===== src/rtl/mpd_pkg.sv =====
package mpd_pkg;
  typedef enum logic [1:0] {
    MODE_IDLE  = 2'b00,
    MODE_SCAN  = 2'b01,
    MODE_LATCH = 2'b10,
    MODE_SPARE = 2'b11
  } mode_e;

  // pause delay in ms per select code; codes above 10 saturate
  function automatic int unsigned pause_delay_ms(input logic [3:0] sel);
    case (sel)
      4'd0:    return 23;
      4'd1:    return 42;
      4'd2:    return 48;
      4'd3:    return 56;
      4'd4:    return 65;
      4'd5:    return 76;
      4'd6:    return 98;
      4'd7:    return 112;
      4'd8:    return 126;
      4'd9:    return 142;
      default: return 160;
    endcase
  endfunction
endpackage


===== src/rtl/mpd_envelope.sv =====
module mpd_envelope #(
  parameter int unsigned SAMPLE_W = 16,
  parameter int unsigned SHIFT    = 2
) (
  input  logic                       clk_i,
  input  logic                       rst_ni,
  input  logic                       sample_en_i,
  input  logic signed [SAMPLE_W-1:0] left_i,
  input  logic signed [SAMPLE_W-1:0] right_i,
  output logic        [SAMPLE_W:0]   env_o
);
  localparam int unsigned ENV_W = SAMPLE_W + 1;

  logic signed [SAMPLE_W-1:0] smp [2];
  logic        [SAMPLE_W-1:0] mag [2];
  logic        [ENV_W-1:0]    sum;
  logic        [ENV_W-1:0]    env_q;

  assign smp[0] = left_i;
  assign smp[1] = right_i;

  for (genvar c = 0; c < 2; c++) begin : g_rect
    assign mag[c] = smp[c][SAMPLE_W-1] ? SAMPLE_W'(-smp[c]) : SAMPLE_W'(smp[c]);
  end

  assign sum = ENV_W'(mag[0]) + ENV_W'(mag[1]);

  always_ff @(posedge clk_i or negedge rst_ni) begin
    if (!rst_ni)          env_q <= '0;
    else if (sample_en_i) env_q <= env_q - (env_q >> SHIFT) + (sum >> SHIFT);
  end

  assign env_o = env_q;
endmodule


===== src/rtl/mpd_level.sv =====
module mpd_level #(
  parameter int unsigned ENV_W  = 17,
  parameter int unsigned THR_HI = 1460,
  parameter int unsigned THR_LO = 1301
) (
  input  logic             clk_i,
  input  logic             rst_ni,
  input  logic [ENV_W-1:0] env_i,
  output logic             loud_o
);
  localparam logic [ENV_W-1:0] HI = ENV_W'(THR_HI);
  localparam logic [ENV_W-1:0] LO = ENV_W'(THR_LO);

  logic loud_q;

  always_ff @(posedge clk_i or negedge rst_ni) begin
    if (!rst_ni)                      loud_q <= 1'b0;
    else if (!loud_q && env_i >= HI)  loud_q <= 1'b1;
    else if (loud_q && env_i < LO)    loud_q <= 1'b0;
  end

  assign loud_o = loud_q;
endmodule


===== src/rtl/mpd_qualifier.sv =====
module mpd_qualifier #(
  parameter int unsigned CNT_W      = 8,
  parameter int unsigned RISE_SCAN  = 6,
  parameter int unsigned RISE_LATCH = 150
) (
  input  logic             clk_i,
  input  logic             rst_ni,
  input  logic             restart_i,
  input  logic             latch_mode_i,
  input  logic             tick_i,
  input  logic             loud_i,
  input  logic [CNT_W-1:0] delay_i,
  output logic             qual_o,
  output logic             latch_o
);
  localparam logic [CNT_W-1:0] RISE_SCAN_M1  = CNT_W'(RISE_SCAN - 1);
  localparam logic [CNT_W-1:0] RISE_LATCH_M1 = CNT_W'(RISE_LATCH - 1);

  logic             qual_q, latch_q;
  logic [CNT_W-1:0] rise_cnt, pause_cnt;
  logic [CNT_W-1:0] rise_last, pause_last;
  logic             rise_run, pause_run, rise_done, pause_done;

  assign rise_last  = latch_mode_i ? RISE_LATCH_M1 : RISE_SCAN_M1;
  assign pause_last = delay_i - 1'b1;
  // latch keeps the rise timer armed even while qualified
  assign rise_run   = loud_i && (!qual_q || (latch_mode_i && latch_q));
  assign pause_run  = !loud_i && qual_q;
  assign rise_done  = rise_run && tick_i && (rise_cnt == rise_last);
  assign pause_done = pause_run && tick_i && (pause_cnt == pause_last);

  always_ff @(posedge clk_i or negedge rst_ni) begin
    if (!rst_ni) begin
      qual_q    <= 1'b1;
      latch_q   <= 1'b1;
      rise_cnt  <= '0;
      pause_cnt <= '0;
    end else if (restart_i) begin
      qual_q    <= 1'b1;
      latch_q   <= 1'b1;
      rise_cnt  <= '0;
      pause_cnt <= '0;
    end else begin
      if (!rise_run || rise_done) rise_cnt <= '0;
      else if (tick_i)            rise_cnt <= rise_cnt + 1'b1;

      if (!pause_run || pause_done) pause_cnt <= '0;
      else if (tick_i)              pause_cnt <= pause_cnt + 1'b1;

      if (rise_done) begin
        qual_q  <= 1'b1;
        latch_q <= 1'b0;
      end else if (pause_done) begin
        qual_q  <= 1'b0;
      end
    end
  end

  assign qual_o  = qual_q;
  assign latch_o = latch_q;
endmodule


===== src/rtl/music_pause_detector.sv =====
module music_pause_detector #(
  parameter int unsigned SAMPLE_W      = 16,
  parameter int unsigned ENV_SHIFT     = 2,
  parameter int unsigned REF_LEVEL     = 16384,
  parameter int unsigned HI_Q16        = 5840,
  parameter int unsigned LO_Q16        = 5204,
  parameter int unsigned RISE_SCAN_MS  = 6,
  parameter int unsigned RISE_LATCH_MS = 150,
  parameter int unsigned CNT_W         = 8
) (
  input  logic                       clk_i,
  input  logic                       rst_ni,
  input  logic                       sample_en_i,
  input  logic signed [SAMPLE_W-1:0] left_i,
  input  logic signed [SAMPLE_W-1:0] right_i,
  input  logic                       tick_ms_i,
  input  logic [1:0]                 mode_i,
  input  logic [3:0]                 delay_sel_i,
  output logic                       music_o,
  output logic                       nr_bypass_o
);
  import mpd_pkg::*;

  localparam int unsigned       ENV_W   = SAMPLE_W + 1;
  localparam longint unsigned   PROD_HI = longint'(REF_LEVEL) * longint'(HI_Q16);
  localparam longint unsigned   PROD_LO = longint'(REF_LEVEL) * longint'(LO_Q16);
  localparam int unsigned       THR_HI  = int'(PROD_HI >> 16);
  localparam int unsigned       THR_LO  = int'(PROD_LO >> 16);

  mode_e            mode, mode_q;
  logic             active, latch_mode, restart;
  logic [ENV_W-1:0] env;
  logic             loud;
  logic             qual_st, latch_st;
  logic [CNT_W-1:0] delay_ms;

  assign mode       = mode_e'(mode_i);
  assign active     = (mode == MODE_SCAN) || (mode == MODE_LATCH);
  assign latch_mode = (mode == MODE_LATCH);
  assign restart    = !active || (mode != mode_q);
  assign delay_ms   = CNT_W'(pause_delay_ms(delay_sel_i));

  always_ff @(posedge clk_i or negedge rst_ni) begin
    if (!rst_ni) mode_q <= MODE_IDLE;
    else         mode_q <= mode;
  end

  mpd_envelope #(.SAMPLE_W(SAMPLE_W), .SHIFT(ENV_SHIFT)) u_env (
    .clk_i, .rst_ni, .sample_en_i, .left_i, .right_i, .env_o(env)
  );

  mpd_level #(.ENV_W(ENV_W), .THR_HI(THR_HI), .THR_LO(THR_LO)) u_level (
    .clk_i, .rst_ni, .env_i(env), .loud_o(loud)
  );

  mpd_qualifier #(
    .CNT_W(CNT_W), .RISE_SCAN(RISE_SCAN_MS), .RISE_LATCH(RISE_LATCH_MS)
  ) u_qual (
    .clk_i, .rst_ni,
    .restart_i   (restart),
    .latch_mode_i(latch_mode),
    .tick_i      (tick_ms_i),
    .loud_i      (loud),
    .delay_i     (delay_ms),
    .qual_o      (qual_st),
    .latch_o     (latch_st)
  );

  assign music_o     = !active || qual_st || (latch_mode && latch_st);
  assign nr_bypass_o = active;
endmodule


===== config.mk =====
export PLATFORM = sky130hd
export DESIGN_NAME = music_pause_detector
export DESIGN_NICKNAME = d
export VERILOG_FILES = /design/src/rtl/mpd_pkg.sv /design/src/rtl/mpd_envelope.sv /design/src/rtl/mpd_level.sv /design/src/rtl/mpd_qualifier.sv /design/src/rtl/music_pause_detector.sv
export SDC_FILE = /design/constraint.sdc
export NUM_CORES = 1
export LEC_CHECK = 0
export BUFFER_PORTS_ARGS = -buffer_cell sky130_fd_sc_hd__buf_2
export CORE_ASPECT_RATIO = 1.4
export CORE_MARGIN = 5
export CORE_UTILIZATION = 25
export CTS_CLUSTER_DIAMETER = 40
export DETAILED_ROUTE_END_ITERATION = 8
export HOLD_SLACK_MARGIN = 0.02
export PLACE_DENSITY = 0.43
export SYNTH_ARGS = -nofsm -noshare
export SYNTH_HDL_FRONTEND = slang
export SYNTH_SLANG_ARGS = --single-unit

===== constraint.sdc =====
create_clock -name clk_i -period 6.25 [get_ports clk_i]
set_clock_uncertainty 0.15 [all_clocks]
set_input_delay 0.3125 -clock clk_i [delete_from_list [all_inputs] [get_ports clk_i]]
set_output_delay 0.3125 -clock clk_i [all_outputs]
set_load 0.05 [all_outputs]

## After elaboration in Yosys (flattened, before gate mapping)

Memories as Yosys holds them, arrays and structs flattened.
Cells that the tools add are included.

| word-level totals | value |
|---|---|
| output and inout port bits | 2 |
| memories kept | 1 |
| bits in read-only memories | 128 |
| bits in latches | 0 |
| register bits | 38 |
| bits in writable memories | 0 |
| logic and storage cells | 65 |
| bits of input ports | 42 |

| cells by class | value |
|---|---|
| multiplexer cells | 16 |
| order comparisons | 2 |
| bitwise logic cells | 0 |
| add/sub/neg operators | 8 |
| div/mod/pow operators | 0 |
| $mul | 0 |
| eq/ne operators | 5 |
| reduce and logical (&&, ||, !) cells | 26 |
| shifts and indexed selects | 0 |

Memories:

| memory | words | width | read ports | clocked after memory_dff | wr ports | RTL line | text |
|---|---|---|---|---|---|---|---|
| (no name shown) | 16 | 8 | 1 | 0 | 0 | mpd_pkg.sv:11 | `case (sel)` |

Operators by type and width:

| operator | count |
|---|---|
| $mux 8 | 7 |
| $mux 16 | 2 |
| $neg 16->16 | 2 |
| $add 16x16->17 | 1 |
| $add 17x15->17 | 1 |
| $ge 17x11->1 const B | 1 |
| $lt 17x11->1 const B | 1 |
| $sub 17x15->17 | 1 |
| $add 8x1->8 const B | 2 |
| $eq 8x8->1 | 2 |
| $logic_and 1x1->1 | 9 |
| $reduce_bool 3->1 | 3 |
| $sub 8x1->8 const B | 1 |
| $logic_or 1x1->1 | 7 |
| $mux 1 | 7 |
| $logic_not 1->1 | 5 |
| $reduce_bool 2->1 | 2 |
| $eq 2x1->1 const B | 1 |
| $eq 2x2->1 const B | 1 |
| $ne 2x2->1 | 1 |

## Longest topological paths before layout

Gate-level depths: netlist (run 1).

| depth | value |
|---|---|
| depth in word-level cells | 9 |
| mapped depth | 22 |
| gate-level depth less buffers | 22 |

## Hierarchy

A second synthesis (run 1) with hierarchy kept.

| unflattened totals | value |
|---|---|
| cells, all modules | 566 |
| area total of the unflattened synthesis | 4,591.9 sq um |

By module, submodules not included:

| module | area each (sq um) | sequential area each (sq um) | cells each | instances |
|---|---|---|---|---|
| mpd_envelope | 3,086.7 | 425.4 | 389 | 1 |
| mpd_qualifier | 1,179.9 | 452.9 | 133 | 1 |
| music_pause_detector | 209.0 | 50.0 | 29 | 1 |
| mpd_level | 116.4 | 25.0 | 15 | 1 |

## Worst setup path after synthesis (run 1)

No wires, ideal clock.

| timing | value |
|---|---|
| kind | input -> register |
| start | in right_i[1] |
| end | reg u_env.env_q[16] (netlist: u_env.env_o[16]) |
| cell stages on the path | 22 |
| buffers on the path | 0 |
| library setup time | 0.082 ns |
| arrival time | 4.488 ns |
| data required time | 6.018 ns |
| path slack | 1.530 ns |
| cells stage by stage | inv_1 > ha_1 > nand2b_1 > or4_1 > or3_1 > o21ai_0 > xnor2_1 > ha_1 > nand3_1 > a211oi_1 > o21ai_0 > a31oi_1 > o21ai_0 > o31a_1 > fa_1 > ha_1 > a21oi_1 > nor2b_1 > o21ai_0 > nand2b_1 > or3_1 > a31oi_1 |

| between the ends | value |
|---|---|
| word-level cells in the longest chain between the ends | 4 |

Ends and longest elaborated chain:

| element | RTL line | text |
|---|---|---|
| start: declaration | music_pause_detector.sv:15 | `input logic signed [SAMPLE_W-1:0] right_i,` |
| $neg 16->16 | mpd_envelope.sv:23 | `assign mag[c] = smp[c][SAMPLE_W-1] ? SAMPLE_W'(-smp[c]) : SAMPLE_W'(smp[c]);` |
| $mux 16 (*) | mpd_envelope.sv:23 |  |
| $add 16x16->17 (*) | mpd_envelope.sv:26 | `assign sum = ENV_W'(mag[0]) + ENV_W'(mag[1]);` |
| $add 17x15->17 (*) | mpd_envelope.sv:30 | `else if (sample_en_i) env_q <= env_q - (env_q >> SHIFT) + (sum >> SHIFT);` |
| end signal: assignment | mpd_envelope.sv:30 |  |
| end: declaration | mpd_envelope.sv:17 | `logic [ENV_W-1:0] env_q;` |

Every way passes the cells marked *; elsewhere a longest branch is shown, timed or not.
A chain may end at the register's enable or synchronous reset.

## Worst setup path after layout (run 1)

Ends and elaborated chain as after synthesis.

==> results of run 1 <==
flip-flops by register name (all words and copies together), names as in the netlist:
signal            count
u_qual.pause_cnt      8
u_qual.rise_cnt       8
mode_q                2
u_qual.latch_o        1
u_qual.qual_o         1
u_level.loud_o        1
u_env.env_o          17
power by group:
part | leakage [nW] | total [mW] | internal [mW] | switching (mW)
Clock | 0.0836 | 0.285 | 0.187 | 0.0981
Combinational | 1.52 | 2.29 | 1.02 | 1.27
Sequential | 0.476 | 0.408 | 0.323 | 0.0850
cells in the final DEF (no fill, tap or decap), types with 8 or more instances in the layout:
cell type   n
a211oi_1    8
a21oi_1    29
buf_2      43
dfrtp_1    36
fa_1       15
ha_1       40
inv_1      40
nand2_1    47
nand2b_1   11
nand3_1    14
nand4_1    10
nor2_1     48
nor3_1     15
o21ai_0    35
o31ai_1     9
xnor2_1    49
xor2_1     17
logic make-up (layout without fill, tap and decap cells):
| family | after synthesis | count (layout) | synth area share (%) |
|---|---|---|---|
| AND/OR/NAND/NOR | 183 | 183 | 20.8 |
| buffers and inverters | 54 | 91 | 4.89 |
| AO/OA/AOI/OAI | 128 | 128 | 18.9 |
| adder cells (fa/ha/maj) | 55 | 55 | 18.3 |
| XOR/XNOR | 66 | 66 | 13.2 |
| multiplexers | 9 | 9 | 2.12 |
| flip-flops | 38 | 38 | 21.8 |
critical path: cells and delay by family:
kind	cells	cell delay, ps
compound gates	9	1800
xor+xnor	1	100
fa+ha+maj	4	1330
buf+inv	2	170
simple gates	7	1570
stage by stage:
| stage | instances | power (mW) | instance area (um^2) | setup slack (ps) | hold slack, ps |
|---|---|---|---|---|---|
| detailed placement | 798 | 2.71 | 4820 | 707 | 316 |
| CTS | 806 | 3.01 | 4990 | 962 | 23.7 |
| floorplan | 533 | 2.20 | 4380 | 1530 | -133 |
| global placement | 798 | 2.70 | 4820 | 707 | 308 |
| finish | 806 | 2.98 | 4990 | 1010 | -2.44 |
| global route | 806 | 3.31 | 4990 | 467 | 25.0 |
path summary, 6_finish.rpt:
path,startpoint,endpoint,slack (ps)
worst max-delay path,right_i[1],u_env.env_o[16]$_DFFE_PN0P_,1010
worst min-delay path,rst_ni,u_qual.rise_cnt[6]$_DFFE_PN0P_,-2
worst max register to register,u_env.env_o[3]$_DFFE_PN0P_,u_env.env_o[10]$_DFFE_PN0P_,3110
worst min register to register,u_qual.latch_o$_DFFE_PN1P_,u_qual.latch_o$_DFFE_PN1P_,330
max in group asynchronous,rst_ni,u_env.env_o[16]$_DFFE_PN0P_,5410
min in group clk_i,mode_i[0],mode_q[0]$_DFF_PN0_,30
per-layer routing:
layer	share of wire (%)	wire [um]
met3	3.0	318
met2	52	5530
met1	43	4590
met4	1.2	126
met5	0	0
layout make-up:
class / instances / area, um^2 / area share [%]
multi-input cells: 441 / 3210 / 64.3
flip-flops and latches: 38 / 953 / 19.1
clock buffers: 5 / 125 / 2.51
well taps: 236 / 295 / 5.92
clock inverters: 3 / 40.0 / 0.803
inverters: 40 / 150 / 3.01
repair buffers: 43 / 215 / 4.31
==> reports/results.ini, run 1 <==
[synthesis]
synth_top_area_share_pct=20.6
synth_ff_type=dfrtp_1
synth_top_area_cell=dfrtp_1
synth_area_leaders=dfrtp_1, ha_1, xnor2_1
ys_seq_area_share_pct=21.8
synth.most_common_cell=xnor2_1
synth_common_cells=xnor2_1, nor2_1, nand2_1
syn-num-nets=630
syn_inst=533
yosysWarnings=0
synth_seq_cells=38
postSynthAreaPerCell_um2=8.21
synth.distinct_cells=56
synthArstFlopShare_pct=100
synth_edf_count=0
synth_area_um2=4380

[die]
num_rows=57
fp.dieW_um=122
die_area_um2=20300
ios=44
dieHeight_um=167
start_util_pct=25.4
core_area_um2=17300

[sta]
finalCritPeriodShare_pct=83.8
finalSetupViolCount=0
relSlewSlack_pct=42.4
finalHoldViolations=11
max_freq_mhz=191
tns_ps=0
rsz0062_at_grt=no
worst_pin_slew_ps=863
hold_ws_ps=-2.44
finalMaxSlewViolations=0
final.min_clock_period_ps=5240

[grt]
busiest_layer=met2
grt_pass1_wl_um=18200
gr-total-overflow=0
grt_max_degree=39
grt_util_met3_pct=1.36
track_usage_pct=10.7
grt_pass1_vias=3926
use_met2_pct=20.0
antenna_found_initial=0
use_met1_pct=12.9

[placement]
dp_hpwl_um=8850
io_buffers=43
place.gp.congestion=0.773

[run_status]
violations=negative hold slack
status=finished, violations left

[min_path]
worst_hold_path_type=primary input to async pin

[finish]
drive_gt1_share_pct=10.4
fillCellCount=1900
finalNetCount=666
utilization_pct=28.9
diodes=0
syn2layout_area_growth_pct=14.0

[clock_tree]
cts_hold_buf=0
clockRootBuffer=clkbuf_16
clock-sinks=38
htreeDepth=2
clk_pin_slew_ps=60
cts_buffers=5
post_cts_buffers=0
cts.path.max_buffers=2
cts_tree=yes
cts_resized=0
clock_latency_ps=280

[setup_path]
required_ps=6300
endpoint_kind=flip-flop
startpoint_type=primary input
criticalPathCategory=primary input to flip-flop
path_common_cell=o21ai_0
path_cells=buf_2 > inv_1 > ha_1 > nand2b_1 > or4_1 > or3_1 > o21ai_0 > xnor2_1 > ha_1 > nand3_1 > a211oi_1 > o21ai_0 > a31oi_1 > o21ai_0 > o31a_1 > fa_1 > ha_1 > a21oi_1 > nor2b_1 > o21ai_0 > nand2b_1 > or3_1 > a31oi_1
worstPathArrival_ps=5290
slowest_delay_ps=470
r2r_cells=10
worstPathMaxFanout=7
cpMaxStageDelayCell=or4_1

[power]
p_leak_nw=2.08
p_per_area_nw_per_um2=598
ir_drop_mv=0.194

[route]
detail_route.first_pass.iterations=4
via_per_inst=4.75
wl_per_cell_um=13.1
wl_um=10600
drcViolationCount=0
ant_nets=0
routed-via-count=3830
drtIter0Drc=217

[flow_run]
drv_cap=0

Note: power is estimated with default switching activity, not from simulation.
==> inputs of run 2 (changes only) <==
==> constraint.sdc (replaced) <==
create_clock -name clk_i -period 4.9 [get_ports clk_i]
set_clock_uncertainty 0.15 [all_clocks]
set_input_delay 0.245 -clock clk_i [delete_from_list [all_inputs] [get_ports clk_i]]
set_output_delay 0.245 -clock clk_i [all_outputs]
set_load 0.05 [all_outputs]
==> run 2 against run 1 <==
The flow now finishes without violations. Critical path type unchanged. Critical endpoint is now u_env.env_o[15]$_DFFE_PN0P_. Largest power group unchanged. Sequential power is 28% higher. Cell count up 5.2%. Sequential cell count did not move. Register-to-register slack got worse by 1400 ps. Final area rose by 8.1%. First-iteration DRC count decreased by 37%. Setup slack worse by 680 ps. Global-route usage rose by 0.34 points. Die area is the same. Via count up 4.3%. Sequential share of layout area down 1.4 points.
==> reports/results.ini, run 2 (synthesized netlist as in run 1, its figures left out) <==
[run_status]
status=completed

[die]
start_util_pct=25.4  ; unchanged
die_area_um2=20300  ; unchanged
dieHeight_um=167  ; unchanged
num_rows=57  ; unchanged
core_area_um2=17300  ; unchanged
ios=44  ; unchanged
fp.dieW_um=122  ; unchanged

[route]
drcViolationCount=0  ; unchanged
drtIter0Drc=136  ; -37%
detail_route.first_pass.iterations=4  ; unchanged
wl_per_cell_um=12.7  ; -3.4%
wl_um=10700  ; +1.6%
ant_nets=0  ; unchanged
routed-via-count=3993  ; +4.3%
via_per_inst=4.71  ; -0.91%

[finish]
drive_gt1_share_pct=17.8  ; +7.5 points
finalNetCount=708  ; +6.3%
largest_reg_flops=17  ; unchanged
final_common_cell=xnor2_1
fillCellCount=1895  ; -0.26%
final_design_area_no_fill_um2=5390  ; +8.1%
layout.cells.non_filler=848  ; +5.2%
syn2layout_area_growth_pct=23.2
regArea_um2=953  ; unchanged
mostFrequentLayoutCells=xnor2_1, nor2_1, nand2_1
multi_input_area_um2=3290  ; +2.7%
diodes=0  ; unchanged

[placement]
place.gp.congestion=0.786  ; +1.7%
dp_hpwl_um=9060  ; +2.4%
io_buffers=43  ; unchanged
place_area_um2=5120  ; +6.1%
placed_cells=837  ; +4.9%

[sta]
finalSetupViolCount=0  ; unchanged
rsz0062_at_grt=no
relSlewSlack_pct=41.9  ; -0.49 points
finalHoldViolations=0  ; -11
finalCritPeriodShare_pct=93.3
finalMaxSlewViolations=0  ; unchanged
final.min_clock_period_ps=4570
max_freq_mhz=219
worst_pin_slew_ps=871  ; +7.39 ps

[clock_tree]
clockRootBuffer=clkbuf_16
cts.path.max_buffers=2  ; unchanged
cts_tree=yes
clock_latency_ps=280  ; about the same
cts_buffers=5  ; unchanged
clock-sinks=38  ; unchanged
htreeDepth=2  ; unchanged
post_cts_buffers=0  ; unchanged
clk_pin_slew_ps=60  ; about the same

[setup_path]
path_common_cell=ha_1
crit_family=compound AO/OA/AOI/OAI gates
cpMaxStageDelayCell=or4_4
slowest_delay_ps=450  ; -20 ps
crit-reg2reg-launch=u_env.env_o[3]$_DFFE_PN0P_
required_ps=4900  ; -1400 ps
worst-path-buf-inv=4  ; +2
criticalPathCategory=primary input to flip-flop
startpoint_type=primary input
endpoint_kind=flip-flop
worstPathArrival_ps=4570  ; -720 ps
path_cells=buf_2 > inv_1 > ha_1 > nand2b_1 > or4_4 > or3_1 > o21ai_2 > xnor2_1 > ha_1 > nand3_1 > a211oi_1 > o21ai_1 > a31oi_1 > buf_4 > nor2_1 > fa_1 > ha_1 > buf_4 > a221o_1 > a31oi_1 > o31ai_1 > xnor2_1 > mux2i_1
worstPathMaxFanout=4  ; -3
crit_path_start=right_i[1]

[grt]
antenna_found_initial=0  ; unchanged
gr-total-overflow=0  ; unchanged
grt_max_degree=39  ; unchanged
track_usage_pct=11.1  ; +0.34 points
grt_pass1_wl_um=18800  ; +3.5%
grt_pass1_vias=4146  ; +5.6%

[flow_run]
drv_cap=0  ; unchanged

[power]
p_leak_nw=2.29  ; +10%
power_mw=4.43  ; +48%
ir_drop_mv=0.258  ; +33%
p_per_area_nw_per_um2=821  ; +37%

[min_path]
worst_hold_path_type=primary input to flip-flop
hp-start=tick_ms_i

==> run 2: changes by cell type in the layout (fill, tap and decap cells not counted), moves of 2 or more <==
cell           previous run  this run
dlygate4sd3_1             0         3
a21oi_2                   0         2
a21oi_1                  29        27
o21ai_0                  35        33
ha_1                     40        37
clkinv_2                  2         0
ha_4                      0         3
buf_4                     0        39
clkbuf_1                  0         2
==> run 2: final timing paths <==
| check | endpoint | slack, ps | cells past startpoint |
|---|---|---|---|
| worst min-delay path | u_qual.rise_cnt[1]$_DFFE_PN0P_ | 210 | 3 |
| worst max-delay path | u_env.env_o[15]$_DFFE_PN0P_ | 330 | 23 |
| worst max register to register | u_env.env_o[10]$_DFFE_PN0P_ | 1750 | 10 |
| max in group asynchronous | u_qual.pause_cnt[5]$_DFFE_PN0P_ | 3570 | 2 |
| min in group asynchronous | u_qual.rise_cnt[7]$_DFFE_PN0P_ | 480 | 2 |
| worst min register to register | u_qual.latch_o$_DFFE_PN1P_ | 330 | 2 |
==> run 2: what timing repair did <==
action	CTS	global route
hold buffers	3	0
endpoints found under the setup margin	0	6
endpoints found under the hold margin	38	0
gates resized for setup	0	17
==> run 2: worst min-delay path, stage by stage <==
cell and delay (ps):
buf_2 190, nor2_1 110, a211oi_1 50
==> run 2: report_power, final <==
group,switching (mW),internal (mW)
clock network,0.122,0.241
registers,0.109,0.412
logic,1.75,1.79
total,1.98,2.44
==> run 2: area by class of cell <==
cell class,count,share of cell area (%)
Multi-Input combinational cell,441,61.1
Sequential cell,38,17.7
Timing Repair Buffer,85,9.97
Tap cell,236,5.47
Inverter,40,2.78
Clock buffer,7,2.46
Clock inverter,1,0.557
==> run 2: through the flow <==
| stage | hold slack [ps] | TNS [ps] | setup slack, ps | utilization [%] |
|---|---|---|---|---|
| finish | 208 | 0 | 330 | 31.3 |
| global route | 243 | 0 | 0.223 | 31.3 |
| CTS | 199 | 0 | 74.6 | 30.8 |
| detailed placement | 249 | -665 | -213 | 29.6 |
| global placement | 244 | -185 | -107 | 29.6 |
| floorplan | -201 | 0 | 247 | - |
==> run 2: per-layer routing <==
layer | share of wire (%) | vias up | wire length [um] | GRT usage (%)
met5 | 0 | - | 0 | 0
met4 | 1.3 | 0 | 138 | 2.39
met3 | 3.4 | 10 | 363 | 1.32
met2 | 52 | 66 | 5620 | 20.4
met1 | 43 | 1865 | 4610 | 13.6
li1 | - | 2052 | - | -
